--- config.mk ---
export PLATFORM = sky130hd
export DESIGN_NAME = strip_seq
export DESIGN_NICKNAME = d
export VERILOG_FILES = /design/src/rtl/strip_seq_pkg.sv /design/src/rtl/seq_first_len.sv /design/src/rtl/seq_ptr_adv.sv /design/src/rtl/strip_seq.sv
export SDC_FILE = /design/constraint.sdc
export NUM_CORES = 1
export LEC_CHECK = 0
export ABC_AREA = 1
export BUFFER_PORTS_ARGS = -buffer_cell sky130_fd_sc_hd__clkbuf_2
export CORE_ASPECT_RATIO = 0.6
export CORE_MARGIN = 5
export CORE_UTILIZATION = 56
export CTS_CLUSTER_DIAMETER = 80
export CTS_CLUSTER_SIZE = 30
export DETAILED_ROUTE_END_ITERATION = 10
export MAX_ROUTING_LAYER = met4
export PLACE_DENSITY_LB_ADDON = 0.1
export SLEW_MARGIN = 10
export SYNTH_ARGS = -nofsm -noshare
export SYNTH_HDL_FRONTEND = slang
export SYNTH_SLANG_ARGS = --single-unit
--- constraint.sdc ---
create_clock -name clk -period 2.75 [get_ports clk]
set_input_delay 0.1375 -clock clk [delete_from_list [all_inputs] [get_ports clk]]
set_output_delay 0.1375 -clock clk [all_outputs]
set_load 0.03 [all_outputs]
--- src/rtl/strip_seq_pkg.sv ---
package strip_seq_pkg;
    localparam int NPTR  = 3;
    localparam int PTR_A = 0;
    localparam int PTR_B = 1;
    localparam int PTR_C = 2;
endpackage

--- src/rtl/seq_first_len.sv ---
module seq_first_len #(
    parameter int MVL = 64
) (
    input  logic [$clog2(MVL)-1:0] count_lsb_i,
    output logic [$clog2(MVL):0]   len_o
);
    localparam int LOG   = $clog2(MVL);
    localparam int LEN_W = LOG + 1;

    // a zero remainder means the leading strip would be empty: issue a full one
    always_comb begin
        if (count_lsb_i == '0) len_o = LEN_W'(MVL);
        else                   len_o = {1'b0, count_lsb_i};
    end
endmodule

--- src/rtl/seq_ptr_adv.sv ---
module seq_ptr_adv #(
    parameter int ADDR_W     = 32,
    parameter int LEN_W      = 7,
    parameter int ELEM_BYTES = 8
) (
    input  logic [ADDR_W-1:0] base_i,
    input  logic [LEN_W-1:0]  len_i,
    output logic [ADDR_W-1:0] next_o
);
    localparam int SHIFT = $clog2(ELEM_BYTES);

    always_comb next_o = base_i + (ADDR_W'(len_i) << SHIFT);
endmodule

--- src/rtl/strip_seq.sv ---
module strip_seq #(
    parameter int CNT_W      = 32,
    parameter int ADDR_W     = 32,
    parameter int MVL        = 64,
    parameter int ELEM_BYTES = 8
) (
    input  logic                   clk,
    input  logic                   rst_n,
    input  logic                   start_i,
    input  logic [CNT_W-1:0]       count_i,
    input  logic [ADDR_W-1:0]      src_a_i,
    input  logic [ADDR_W-1:0]      src_b_i,
    input  logic [ADDR_W-1:0]      dst_i,
    input  logic                   strip_ready_i,
    output logic                   strip_valid_o,
    output logic [$clog2(MVL):0]   strip_len_o,
    output logic [ADDR_W-1:0]      addr_a_o,
    output logic [ADDR_W-1:0]      addr_b_o,
    output logic [ADDR_W-1:0]      addr_c_o,
    output logic                   done_o
);
    import strip_seq_pkg::*;

    localparam int LOG   = $clog2(MVL);
    localparam int LEN_W = LOG + 1;

    typedef struct packed {
        logic                         busy;
        logic                         done;
        logic [CNT_W-1:0]             rem;
        logic [LEN_W-1:0]             len;
        logic [NPTR-1:0][ADDR_W-1:0]  ptr;
    } seq_state_t;

    seq_state_t                   st_d, st_q;
    logic [LEN_W-1:0]             first_len;
    logic [NPTR-1:0][ADDR_W-1:0]  ptr_nxt;
    logic [NPTR-1:0][ADDR_W-1:0]  ptr_base;

    assign ptr_base[PTR_A] = src_a_i;
    assign ptr_base[PTR_B] = src_b_i;
    assign ptr_base[PTR_C] = dst_i;

    seq_first_len #(.MVL(MVL)) u_first (
        .count_lsb_i (count_i[LOG-1:0]),
        .len_o       (first_len)
    );

    for (genvar g = 0; g < NPTR; g++) begin : g_adv
        seq_ptr_adv #(
            .ADDR_W     (ADDR_W),
            .LEN_W      (LEN_W),
            .ELEM_BYTES (ELEM_BYTES)
        ) u_adv (
            .base_i (st_q.ptr[g]),
            .len_i  (st_q.len),
            .next_o (ptr_nxt[g])
        );
    end

    always_comb begin
        st_d      = st_q;
        st_d.done = 1'b0;
        if (!st_q.busy) begin
            if (start_i) begin
                if (count_i == '0) begin
                    st_d.done = 1'b1;
                end else begin
                    st_d.busy = 1'b1;
                    st_d.rem  = count_i;
                    st_d.len  = first_len;
                    st_d.ptr  = ptr_base;
                end
            end
        end else if (strip_ready_i) begin
            st_d.ptr = ptr_nxt;
            st_d.rem = st_q.rem - CNT_W'(st_q.len);
            st_d.len = LEN_W'(MVL);
            if (st_q.rem == CNT_W'(st_q.len)) begin
                st_d.busy = 1'b0;
                st_d.done = 1'b1;
            end
        end
    end

    always_ff @(posedge clk or negedge rst_n) begin
        if (!rst_n) st_q <= '0;
        else        st_q <= st_d;
    end

    assign strip_valid_o = st_q.busy;
    assign strip_len_o   = st_q.len;
    assign addr_a_o      = st_q.ptr[PTR_A];
    assign addr_b_o      = st_q.ptr[PTR_B];
    assign addr_c_o      = st_q.ptr[PTR_C];
    assign done_o        = st_q.done;
endmodule

Word level (Yosys, flattened, before mapping) --
Index checks and enable logic that the tools add are counted.
Word-level totals: register bits 137, logic and storage cells 26
Cells by class: $add $sub $neg 4, equal/unequal tests 3, mux-type cells 8, reduce and logical (&&, ||, !) cells 4
Operators by type and width (number):
- $mux 137 | 3
- $mux 135 | 1
- $add 32x10->32 | 3
- $eq 32x7->1 | 1
- $logic_not 32->1 | 1
- $sub 32x7->32 | 1
- $mux 7 | 1
- $logic_not 6->1 | 1
- $ne 2x2->1 const B | 2
- $reduce_and 3->1 | 1
- $mux 1 | 2
- $mux 2 | 1
- $reduce_bool 2->1 | 1

Depth between registers and ports, before layout --
Gate-level depths: netlist of run 1.
depth in word-level cells 5, gate-level depth with buffers 14, depth with buffers taken out 14

By module --
From an unflattened synthesis of run 1, not the netlist that was laid out.
Unflattened totals: cell total of the unflattened synthesis 1844, area, all modules 11992.8 µm²
Modules (own cells, without submodules):
- strip_seq | instances 1, cells each 1053, area each 8190.4 µm², seq. area each 3428.3 µm²
- seq_ptr_adv (g_adv[0].u_adv ...) | instances 2, cells each 260, area each 1252.5 µm², seq. area each 0.0 µm²
- seq_ptr_adv (g_adv[2].u_adv) | instances 1, cells each 260, area each 1253.7 µm², seq. area each 0.0 µm²
- seq_first_len | instances 1, cells each 11, area each 43.8 µm², seq. area each 0.0 µm²

Worst setup path after synthesis of run 1 --
OpenSTA, ideal clock, no wires.
path kind reg2reg, from reg st_q (netlist bit strip_len_o[0]), to reg st_q (netlist bit addr_a_o[27]), library setup time 0.113 ns, arrival 1.952 ns, data required time 2.637 ns, path slack 0.685 ns, cell stages (with the launch flop) 14, period minus slack after synthesis 2.065 ns, cells stage by stage dfrtp_1 -> ha_1 -> inv_1 -> fa_1 -> inv_1 -> nand3_1 -> nand3_1 -> nand2_1 -> nand2_1 -> nand2_1 -> o21ai_0 -> nand3_1 -> nand2_1 -> inv_1
Between the ends: longest elaborated chain between the ends 3
Ends and longest elaborated chain:
- start: declaration | RTL line strip_seq.sv:35 | seq_state_t st_d, st_q;
- start signal: assignment | RTL line strip_seq.sv:88 | else st_q <= st_d;
- $add 32x10->32 | RTL line seq_ptr_adv.sv:12 | always_comb next_o = base_i + (ADDR_W'(len_i) << SHIFT);
- $mux 137 | RTL line strip_seq.sv:75 | end else if (strip_ready_i) begin
- $mux 137 | RTL line strip_seq.sv:64 | if (!st_q.busy) begin
Every way passes these cells. The select of a mux whose other input is x is not followed. A chain may end at the register's enable or synchronous reset.

Worst setup path in the final report of run 1 --
from reg st_q (netlist bit strip_len_o[0]), to reg st_q (netlist bit addr_c_o[23])
The elaborated chain is that of the path after synthesis.

==> results of run 1 <==
cells by family after synthesis:
family | after synthesis
and+or+nand+nor | 1142
AOI/OAI and AO/OA | 161
DFF | 137
adders and majority gates | 33
buffers and inverters | 338
per-layer routing:
metal / track usage / vias to the layer above / share of wire
li1: - / 6045 / -
met1: 0.5722 / 5743 / 0.49
met2: 0.4543 / 728 / 0.38
met3: 0.1090 / 39 / 0.13
met4: 0.06100 / 0 / 0.012
met5: - / - / 0
area by class of cell:
cell class | instances | area (um^2) | share of cell area
repair buffers | 317 | 2006 | 0.1532
clock inverters | 11 | 96.34 | 0.007357
inverters | 186 | 698.2 | 0.05332
clock buffers | 21 | 470.5 | 0.03593
flip-flops and latches | 137 | 3430 | 0.2619
multi-input cells | 1336 | 6053 | 0.4623
well taps | 273 | 341.6 | 0.02608
state kept, by name, indices dropped and copies added, names as in the netlist:
register,cells
strip_valid_o,1
addr_b_o,32
addr_c_o,32
st_q,32
addr_a_o,32
strip_len_o,7
done_o,1
stage by stage:
step | power (uW) | area (um^2) | setup WS (ns)
detailed placement | 7940 | 11930 | 0.1981
floorplan | 6825 | 11170 | 0.6845
global placement | 7866 | 11930 | 0.2838
global route | 11010 | 13100 | 0.03588
CTS | 10280 | 13080 | 0.1916
finish | 10410 | 13100 | 0.1974
worst register-to-register path, cell delays in order (launching register included):
cell	delay [ns]
dfrtp_2	0.45
ha_1	0.23
inv_1	0.07
fa_1	0.37
inv_1	0.12
nand3_1	0.08
nand3_1	0.14
nand2_1	0.07
nand2_1	0.29
nand2_1	0.15
o21ai_0	0.26
nand3_1	0.11
nand2_1	0.08
inv_1	0.04
timing repair:
item	4_1_cts	5_1_grt
endpoints found under the setup margin	0	4
hold endpoints to repair	112	1
hold buffers	58	1
resized for setup	0	2
worst paths after layout:
check | endpoint | cells after the start | start
setup reg to reg | addr_c_o[23] | 13 | strip_len_o[0]
hold reg to reg | addr_c_o[2] | 2 | addr_c_o[2]
max in group asynchronous | strip_len_o[0] | 3 | rst_n
hold / removal | addr_a_o[19] | 5 | src_a_i[19]
setup / recovery | addr_c_o[23] | 13 | strip_len_o[0]
min in group asynchronous | addr_a_o[0] | 2 | rst_n
where the power goes:
part           internal [uW]  leakage, uW  switching [uW]
Sequential              2610      0.00173             819
Combinational           1470      0.00488            3260
Clock                   1310     0.000267             949
placed cells by master, fill, tap and decap left out, types with 2 or more instances in the layout:
| master | instances |
|---|---|
| o21ai_0 | 66 |
| clkbuf_2 | 235 |
| inv_2 | 2 |
| clkinvlp_4 | 5 |
| nor2_1 | 238 |
| ha_1 | 29 |
| nand4_1 | 30 |
| clkbuf_8 | 3 |
| a21oi_1 | 44 |
| a22oi_1 | 3 |
| o22ai_1 | 2 |
| and3_1 | 2 |
| inv_1 | 184 |
| buf_4 | 17 |
| clkbuf_16 | 17 |
| a21o_1 | 3 |
| o211ai_1 | 16 |
| o21a_1 | 4 |
| nor3_1 | 15 |
| nand3b_1 | 5 |
| o21ai_1 | 5 |
| buf_12 | 5 |
| nand2_1 | 640 |
| dlygate4sd3_1 | 59 |
| clkinv_2 | 4 |
| or2_2 | 8 |
| a31oi_1 | 15 |
| fa_1 | 4 |
| nand3_1 | 199 |
| dfrtp_1 | 136 |
==> summary.md, run 1 <==
| Metric | Value |
|---|---|
| Antenna violations before repair | 0 |
| Vias in the first global route | 11216 |
| Worst endpoint required time | 3.09 ns |
| Setup CP Type | reg2reg |
| Detailed Place HPWL | 30.64 mm |
| Worst min path class | in2reg |
| CTS Buffer Depth | 2 |
| Final Hold Vio Count | 0 |
| Die Span X | 192.3 um |
| Worst Setup End Kind | flip-flop |
| Layout cell share with drive strength beyond 1 | 0.1514 |
| Final ANT Viol Nets | 0 |
| Root buffer cell | clkbuf_16 |
| Top-count cell post-synth | nand2_1 |
| Gr usage total | 0.3630 |
| Num CTS Buffers | 17 |
| Routed WL per cell | 17.95 um |
| Final Non-Filler Cells | 2281 |
| DR vias | 12555 |
| Post-route DRC | 0 |
| Ant diodes | 0 |
| First drt pass iteration count | 6 |
| Tightest Pin Transition | 0.6990 ns |
| Worst Setup Start Kind | flip-flop |
| Mux share of post-synthesis cell area | 0 |
| IO buf count | 236 |
| Core region area | 0.01982 mm^2 |
| Most area-hungry cell type in the Yosys netlist | dfrtp_1 |
| Largest net degree at the start of global routing | 91 |
| I/O pin count | 237 |
| Routability cong. | 1.028 |
| H-tree Lvls | 4 |
| Commonest cells in the netlist | nand2_1, nor2_1, nand3_1 |
| Pwr dens | 795.1 mW/mm^2 |
| Post-synth EDFFs | 0 |
| Fin Hold WS | 0.003762 ns |
| Initial DRC count | 1467 |
| Outcome | complete, no violations |
| Period minus WS final | 2.553 ns |
| Total gr overflow | 0 |
| Worst vdd ir | 0.5428 mV |
| First-pass GRT wire length | 62.97 mm |
| Clk pin slew, worst setup/hold paths | 0.06 ns |
| Cell family with most CP delay | simple AND/OR/NAND/NOR gates |
| Vias per std cell | 5.504 |
| Max Freq | 391.8 MHz |
| RSZ-0062 raised after global routing | no |
| Area Overhead vs Synth | 17.27% |
| CTS tree | done |
| Vert. Die Dim | 119.4 um |
| Ranking of synthesized cells by area | dfrtp_1, nand2_1, nand3_1 |
| Crit-path max FO | 7 |
| XOR/XNOR share of the synthesized area | 0 |
| Post-synthesis compound-gate area fraction | 0.08078 |
| Synth warnings | 0 |
| Std cell rows | 40 |
| Leak | 0.006880 uW |
| Placed cell count | 2190 |
| Clk_lat worst skew | 0.44 ns |
| Cells along the critical path | ha_1 > inv_1 > fa_1 > inv_1 > nand3_1 > nand3_1 > nand2_1 > nand2_1 > nand2_1 > o21ai_0 > nand3_1 > nand2_1 > inv_1 |
| Synth top area share | 0.3070 |
| Post-Synth Adder-Cell Area | 0.03966 |
| Main combinational cell family by area after synthesis | simple AND/OR/NAND/NOR gates |
| Seq/Total Area, Yosys | 0.3070 |
| Slew margin rel. | 0.5340 |
| Initial Utilization | 0.5634 |
| CP max stage delay | 0.45 ns |
| Max-cap violations | 0 |
| Syn_nets | 1976 |
| Critical path buffer and inverter count | 3 |
| Core Util, Final | 0.6607 |
| Period utilization | 0.9282 |
| Cell area after synthesis | 0.01117 mm^2 |
| Avg Cell Area, Syn | 6.166 um^2 |
| CP max-delay cell | dfrtp_2 |
| Post-Route WL | 40.93 mm |
| Final setup fails | 0 |
| Worst Path Arrival | 2.89 ns |
| Total Die Area | 0.02296 mm^2 |
| Worst R2R Setup Slack | 0.20 ns |
| Synth Flop Type | dfrtp_1 |
| Count of pins over their slew limit | 0 |
| Critical path's most frequent cell | nand2_1 |
| Gate Count Post-Synth | 1811 |
| Layout Nets | 2160 |
| Clock Sinks | 137 |
| Synth cell types | 34 |
| Fin Clk Skew | 0.006657 ns |
| Setup TNS Final | 0 ns |
| Synth Area in Simple Gates | 0.4203 |
| Post-CTS Setup Bufs | 0 |
| Fillcell total | 1867 |
| Yosys reg bits | 137 |
| Ys async rst share | 1.000 |
No activity file was read; power rests on OpenSTA's default activity.
==> run 2: changes to the inputs <==
--- a/config.mk
+++ b/config.mk
@@ -15,6 +15,7 @@
 export DETAILED_ROUTE_END_ITERATION = 10
 export MAX_ROUTING_LAYER = met4
 export PLACE_DENSITY_LB_ADDON = 0.1
+export RECOVER_POWER = 25
 export SLEW_MARGIN = 10
 export SYNTH_ARGS = -nofsm -noshare
 export SYNTH_HDL_FRONTEND = slang
==> summary.md, run 2 (synthesis gave the netlist of run 1 again) <==
| Metric | Value |
|---|---|
| Layout cell share with drive strength beyond 1 | 0.1514 |
| Area Overhead vs Synth | 17.10% |
| Vert. Die Dim | 119.4 um |
| CTS Buffer Depth | 2 |
| Num CTS Buffers | 17 |
| Total gr overflow | 0 |
| Root buffer cell | clkbuf_16 |
| Vias in the first global route | 11216 |
| CTS tree | done |
| Tightest Pin Transition | 1.566 ns |
| Core Util, Final | 0.6598 |
| Ant diodes | 0 |
| IO buf count | 236 |
| Fin Clk Skew | 0.007155 ns |
| Clk pin slew, worst setup/hold paths | 0.06 ns |
| DR vias | 12560 |
| Max Freq | 393.5 MHz |
| RR Endpoint | addr_c_o[23] |
| Post-route DRC | 0 |
| Routability cong. | 1.028 |
| Worst Path Arrival | 2.88 ns |
| Routed WL per cell | 17.95 um |
| Worst vdd ir | 0.5417 mV |
| Period minus WS final | 2.541 ns |
| Worst r2r path cells | 13 |
| Setup CP Type | reg2reg |
| Final Hold Vio Count | 0 |
| RSZ-0062 raised after global routing | no |
| Die Span X | 192.3 um |
| Worst endpoint required time | 3.09 ns |
| Worst hold stages | 5 |
| HP Start | src_a_i[19] |
| Initial Utilization | 0.5634 |
| Commonest non-fill, non-tap cell in the layout | nand2_1 |
| Hold Path Sink | addr_a_o[19] |
| Clk_lat worst skew | 0.44 ns |
| Setup TNS Final | 0 ns |
| First drt pass iteration count | 5 |
| Count of pins over their slew limit | 57 |
| Gr usage total | 0.3630 |
| H-tree Lvls | 4 |
| Total Die Area | 0.02296 mm^2 |
| Placed cell area | 0.01193 mm^2 |
| Initial DRC count | 1456 |
| Final Cell Area | 0.01308 mm^2 |
| Outcome | finished, violations left |
| Pwr dens | 797.5 mW/mm^2 |
| First-pass GRT wire length | 62.97 mm |
| Vias per std cell | 5.506 |
| Placed cell count | 2190 |
| Slew margin rel. | -0.04403 |
| Largest net degree at the start of global routing | 91 |
| Max-cap violations | 1 |
| Final ANT Viol Nets | 0 |
| Core region area | 0.01982 mm^2 |
| Clock Sinks | 137 |
| I/O pin count | 237 |
| R2r startpoint | strip_len_o[0] |
| Commonest cells after routing, fill and taps aside | nand2_1, nor2_1, clkbuf_2 |
| Worst min path class | in2reg |
| Crit-path max FO | 7 |
| Period utilization | 0.9240 |
| Post-Route WL | 40.94 mm |
| Leak | 0.006874 uW |
| Failing checks | max-capacitance violations, max-slew violations |
| Detailed Place HPWL | 30.64 mm |
| Worst Setup Start Kind | flip-flop |
| Post-CTS Setup Bufs | 0 |
| Final setup fails | 0 |
| Antenna violations before repair | 0 |
| Std cell rows | 40 |
| Layout Nets | 2160 |
| Worst R2R Setup Slack | 0.21 ns |
| Final Non-Filler Cells | 2281 |
| Worst Setup End Kind | flip-flop |
run 2: cell count changes in the layout (fill, tap and decap cells not counted), sizes merged:
cell	delta
clkbuf	+2
buf	-2
run 2: power by group:
| group | leakage [uW] | internal [uW] | switching (uW) |
|---|---|---|---|
| clock network | 0.000267 | 1310 | 959 |
| logic | 0.00488 | 1460 | 3270 |
| registers | 0.00173 | 2610 | 821 |
| total | 0.00687 | 5380 | 5050 |
run 2: per-layer routing:
metal	GRT usage	part of all wire	wire length, um	vias to the layer above
met5	-	0	0	-
met4	0.06100	0.011	453	0
met3	0.1090	0.13	5287	38
met2	0.4543	0.38	15460	727
met1	0.5722	0.48	19730	5751
li1	-	-	-	6044
run 2: worst max path at each step:
stage / from / endpoint / slack [ns] / cells past startpoint
after floorplan: strip_len_o[0] / addr_a_o[27] / 0.68 / 13
final: strip_len_o[0] / addr_c_o[23] / 0.21 / 13
after global placement: strip_len_o[0] / addr_a_o[27] / 0.28 / 13
after global routing: strip_len_o[0] / addr_c_o[23] / 0.04 / 13
after detailed placement: strip_len_o[0] / addr_a_o[27] / 0.20 / 13
after CTS: strip_len_o[0] / addr_a_o[27] / 0.19 / 13
run 2: timing repair:
action	CTS	global route
hold buffers	58	1
resized for setup	0	2
endpoints found under the setup margin	0	4
hold endpoints to repair	112	1
run 2: critical path, stage by stage (launching register included):
cell and delay, ns:
dfrtp_2 0.45, ha_1 0.23, inv_1 0.07, fa_1 0.37
inv_1 0.12, nand3_1 0.08, nand3_1 0.14, nand2_1 0.07
nand2_1 0.28, nand2_1 0.14, o21ai_0 0.26, nand3_1 0.11
nand2_1 0.08, inv_1 0.04
run 2: through the flow:
stage	setup slack (ns)	hold slack, ns	power, uW
final	0.2089	0.006973	10430
after global routing	0.03588	0.01007	11010
after CTS	0.1916	0.0001525	10280
after detailed placement	0.1981	0.1490	7940
after global placement	0.2838	0.1474	7866
after floorplan	0.6845	-0.1581	6825
run 2: layout make-up:
cell class | count | area (um^2)
inverter | 186 | 698.2
timing repair buffer | 317 | 1987
sequential | 137 | 3430
multi-input combinational | 1336 | 6053
clock inverter | 11 | 96.34
clock buffer | 21 | 470.5
tap | 273 | 341.6
fill | 1870 | 6743
==> run 3: changes to the inputs <==
==> constraint.sdc (replaced) <==
create_clock -name clk -period 2.6 [get_ports clk]
set_input_delay 0.13 -clock clk [delete_from_list [all_inputs] [get_ports clk]]
set_output_delay 0.13 -clock clk [all_outputs]
set_load 0.03 [all_outputs]
==> summary.md, run 3 (synthesis gave the netlist of run 1 again) <==
| Metric | Value |
|---|---|
| Die Span X | 192.3 um |
| Crit-path max FO | 5 |
| Clock power share | 0.238 |
| Worst Setup End Kind | flip-flop |
| Failing checks | max-capacitance violations, max-slew violations |
| Tightest Pin Transition | 1.828 ns |
| I/O pin count | 237 |
| DR vias | 12731 |
| Total gr overflow | 0 |
| Period minus WS final | 2.416 ns |
| Ant diodes | 0 |
| Fin Hold WS | 0.003656 ns |
| IO buf count | 236 |
| Max Freq | 414.0 MHz |
| Clk pin slew, worst setup/hold paths | 0.06 ns |
| Period utilization | 0.9291 |
| Switch share | 0.4703 |
| Slew margin rel. | -0.2188 |
| Post-Route WL | 40.90 mm |
| Area Overhead vs Synth | 18.39% |
| H-tree Lvls | 4 |
| Max-cap violations | 1 |
| Antenna violations before repair | 0 |
| Final Non-Filler Cells | 2289 |
| Gr usage total | 0.3642 |
| Setup CP Type | reg2reg |
| Vias in the first global route | 11289 |
| RSZ-0062 raised after global routing | no |
| Final ANT Viol Nets | 0 |
| Combinational Power Share | 0.446 |
| Final setup fails | 0 |
| Detailed Place HPWL | 30.77 mm |
| Placed cell count | 2199 |
| Fillcell total | 1820 |
| Root buffer cell | clkbuf_16 |
| Fin Clk Skew | 0.01154 ns |
| Largest net degree at the start of global routing | 86 |
| Num CTS Buffers | 17 |
| Setup TNS Final | 0 ns |
| Worst R2R Setup Slack | 0.18 ns |
| Sequential fraction of design power | 0.316 |
| Pwr dens | 862.3 mW/mm^2 |
| Worst Path Arrival | 2.75 ns |
| Int Power | 6039 uW |
| First-pass GRT wire length | 63.63 mm |
| Post-route DRC | 0 |
| Commonest non-fill, non-tap cell in the layout | nand2_1 |
| Worst vdd ir | 0.4969 mV |
| CTS tree | done |
| Routability cong. | 1.044 |
| Worst endpoint required time | 2.93 ns |
| Routed WL per cell | 17.87 um |
| Leak | 0.006951 uW |
| Worst min path class | in2reg |
| Commonest cells after routing, fill and taps aside | nand2_1, nor2_1, clkbuf_2 |
| CTS Buffer Depth | 2 |
| Std cell rows | 40 |
| Vias per std cell | 5.562 |
| Final Hold Vio Count | 0 |
| Core region area | 0.01982 mm^2 |
| Clk_lat worst skew | 0.44 ns |
| Layout cell share with drive strength beyond 1 | 0.1548 |
| Initial DRC count | 1574 |
| Vert. Die Dim | 119.4 um |
| First drt pass iteration count | 6 |
| Layout Nets | 2168 |
| Total Die Area | 0.02296 mm^2 |
| Count of pins over their slew limit | 33 |
| Worst Setup Start Kind | flip-flop |
| Post-CTS Setup Bufs | 0 |
| Outcome | finished, violations left |
| Initial Utilization | 0.5634 |
| NetSw | 5361 uW |
| Clock Sinks | 137 |
run 3: changes by cell type in the layout (fill, tap and decap cells not counted):
| cell | change |
|---|---|
| clkinv_2 | -3 |
| clkbuf_2 | -1 |
| buf_12 | +1 |
| nand2_1 | -1 |
| clkinv_4 | +1 |
| buf_4 | +8 |
| nand2_2 | +1 |
| clkbuf_1 | +2 |
| bufinv_16 | +3 |
| o21ai_1 | +3 |
| clkinvlp_4 | -2 |
| dlygate4sd3_1 | -1 |
| o21ai_0 | -3 |
run 3: path summary, 6_finish.rpt:
check,start,endpoint,cells past startpoint
hold reg to reg,addr_a_o[2],addr_a_o[2],2
max in group asynchronous,rst_n,addr_c_o[9],3
setup / recovery,strip_len_o[1],st_q[132],12
setup reg to reg,strip_len_o[1],st_q[132],12
hold / removal,count_i[22],st_q[125],3
min in group asynchronous,rst_n,addr_b_o[2],2
run 3: repair_timing:
item                                    CTS  global route
endpoints found under the setup margin    0            14
endpoints found under the hold margin   137             0
gates resized for setup                   0             6
hold buffers                             58             0
run 3: routing by layer:
metal | part of all wire | track usage | vias to the layer above
met5 | 0 | - | -
met4 | 0.011 | 0.06411 | 0
met3 | 0.13 | 0.1034 | 36
met2 | 0.37 | 0.4499 | 791
met1 | 0.48 | 0.5818 | 5833
li1 | - | - | 6071
run 3: power groups by stage:
stage	Clock [uW]	Combinational (uW)	Sequential, uW
floorplan	0	3940	3280
global placement	0	4800	3570
detailed placement	0	4890	3570
CTS	2700	4970	3550
global route	2790	5580	3670
finish	2710	5090	3600
run 3: area by class of cell:
type | count | area [um^2] | area share
repair buffers | 325 | 2056 | 0.1555
inverters | 186 | 698.2 | 0.05281
well taps | 273 | 341.6 | 0.02584
clock inverters | 10 | 165.2 | 0.01249
multi-input cells | 1336 | 6056 | 0.4581
clock buffers | 22 | 474.2 | 0.03587
flip-flops and latches | 137 | 3430 | 0.2594
run 3: through the flow:
stage            util  instance area (um^2)  power, uW  setup WS [ns]
2_1_floorplan       -                 11170       7219         0.5345
3_3_place_gp   0.6056                 12000       8369         0.2407
3_5_place_dp   0.6056                 12000       8456         0.1835
4_1_cts        0.6671                 13220      11230         0.1625
5_1_grt        0.6670                 13220      12050        0.01701
6_report       0.6670                 13220      11400         0.1844
run 3: worst max-delay path, cell delays in order (launching register included):
cell and delay (ns):
dfrtp_1 0.38, inv_1 0.26, ha_1 0.38, nand2_1 0.12, nor2_1 0.05, nand2_1 0.05, nand3_1 0.10, nand2_1 0.11
nand2_1 0.18, nor2_1 0.38, nand3_1 0.14, nand3_1 0.12, nand2_1 0.05
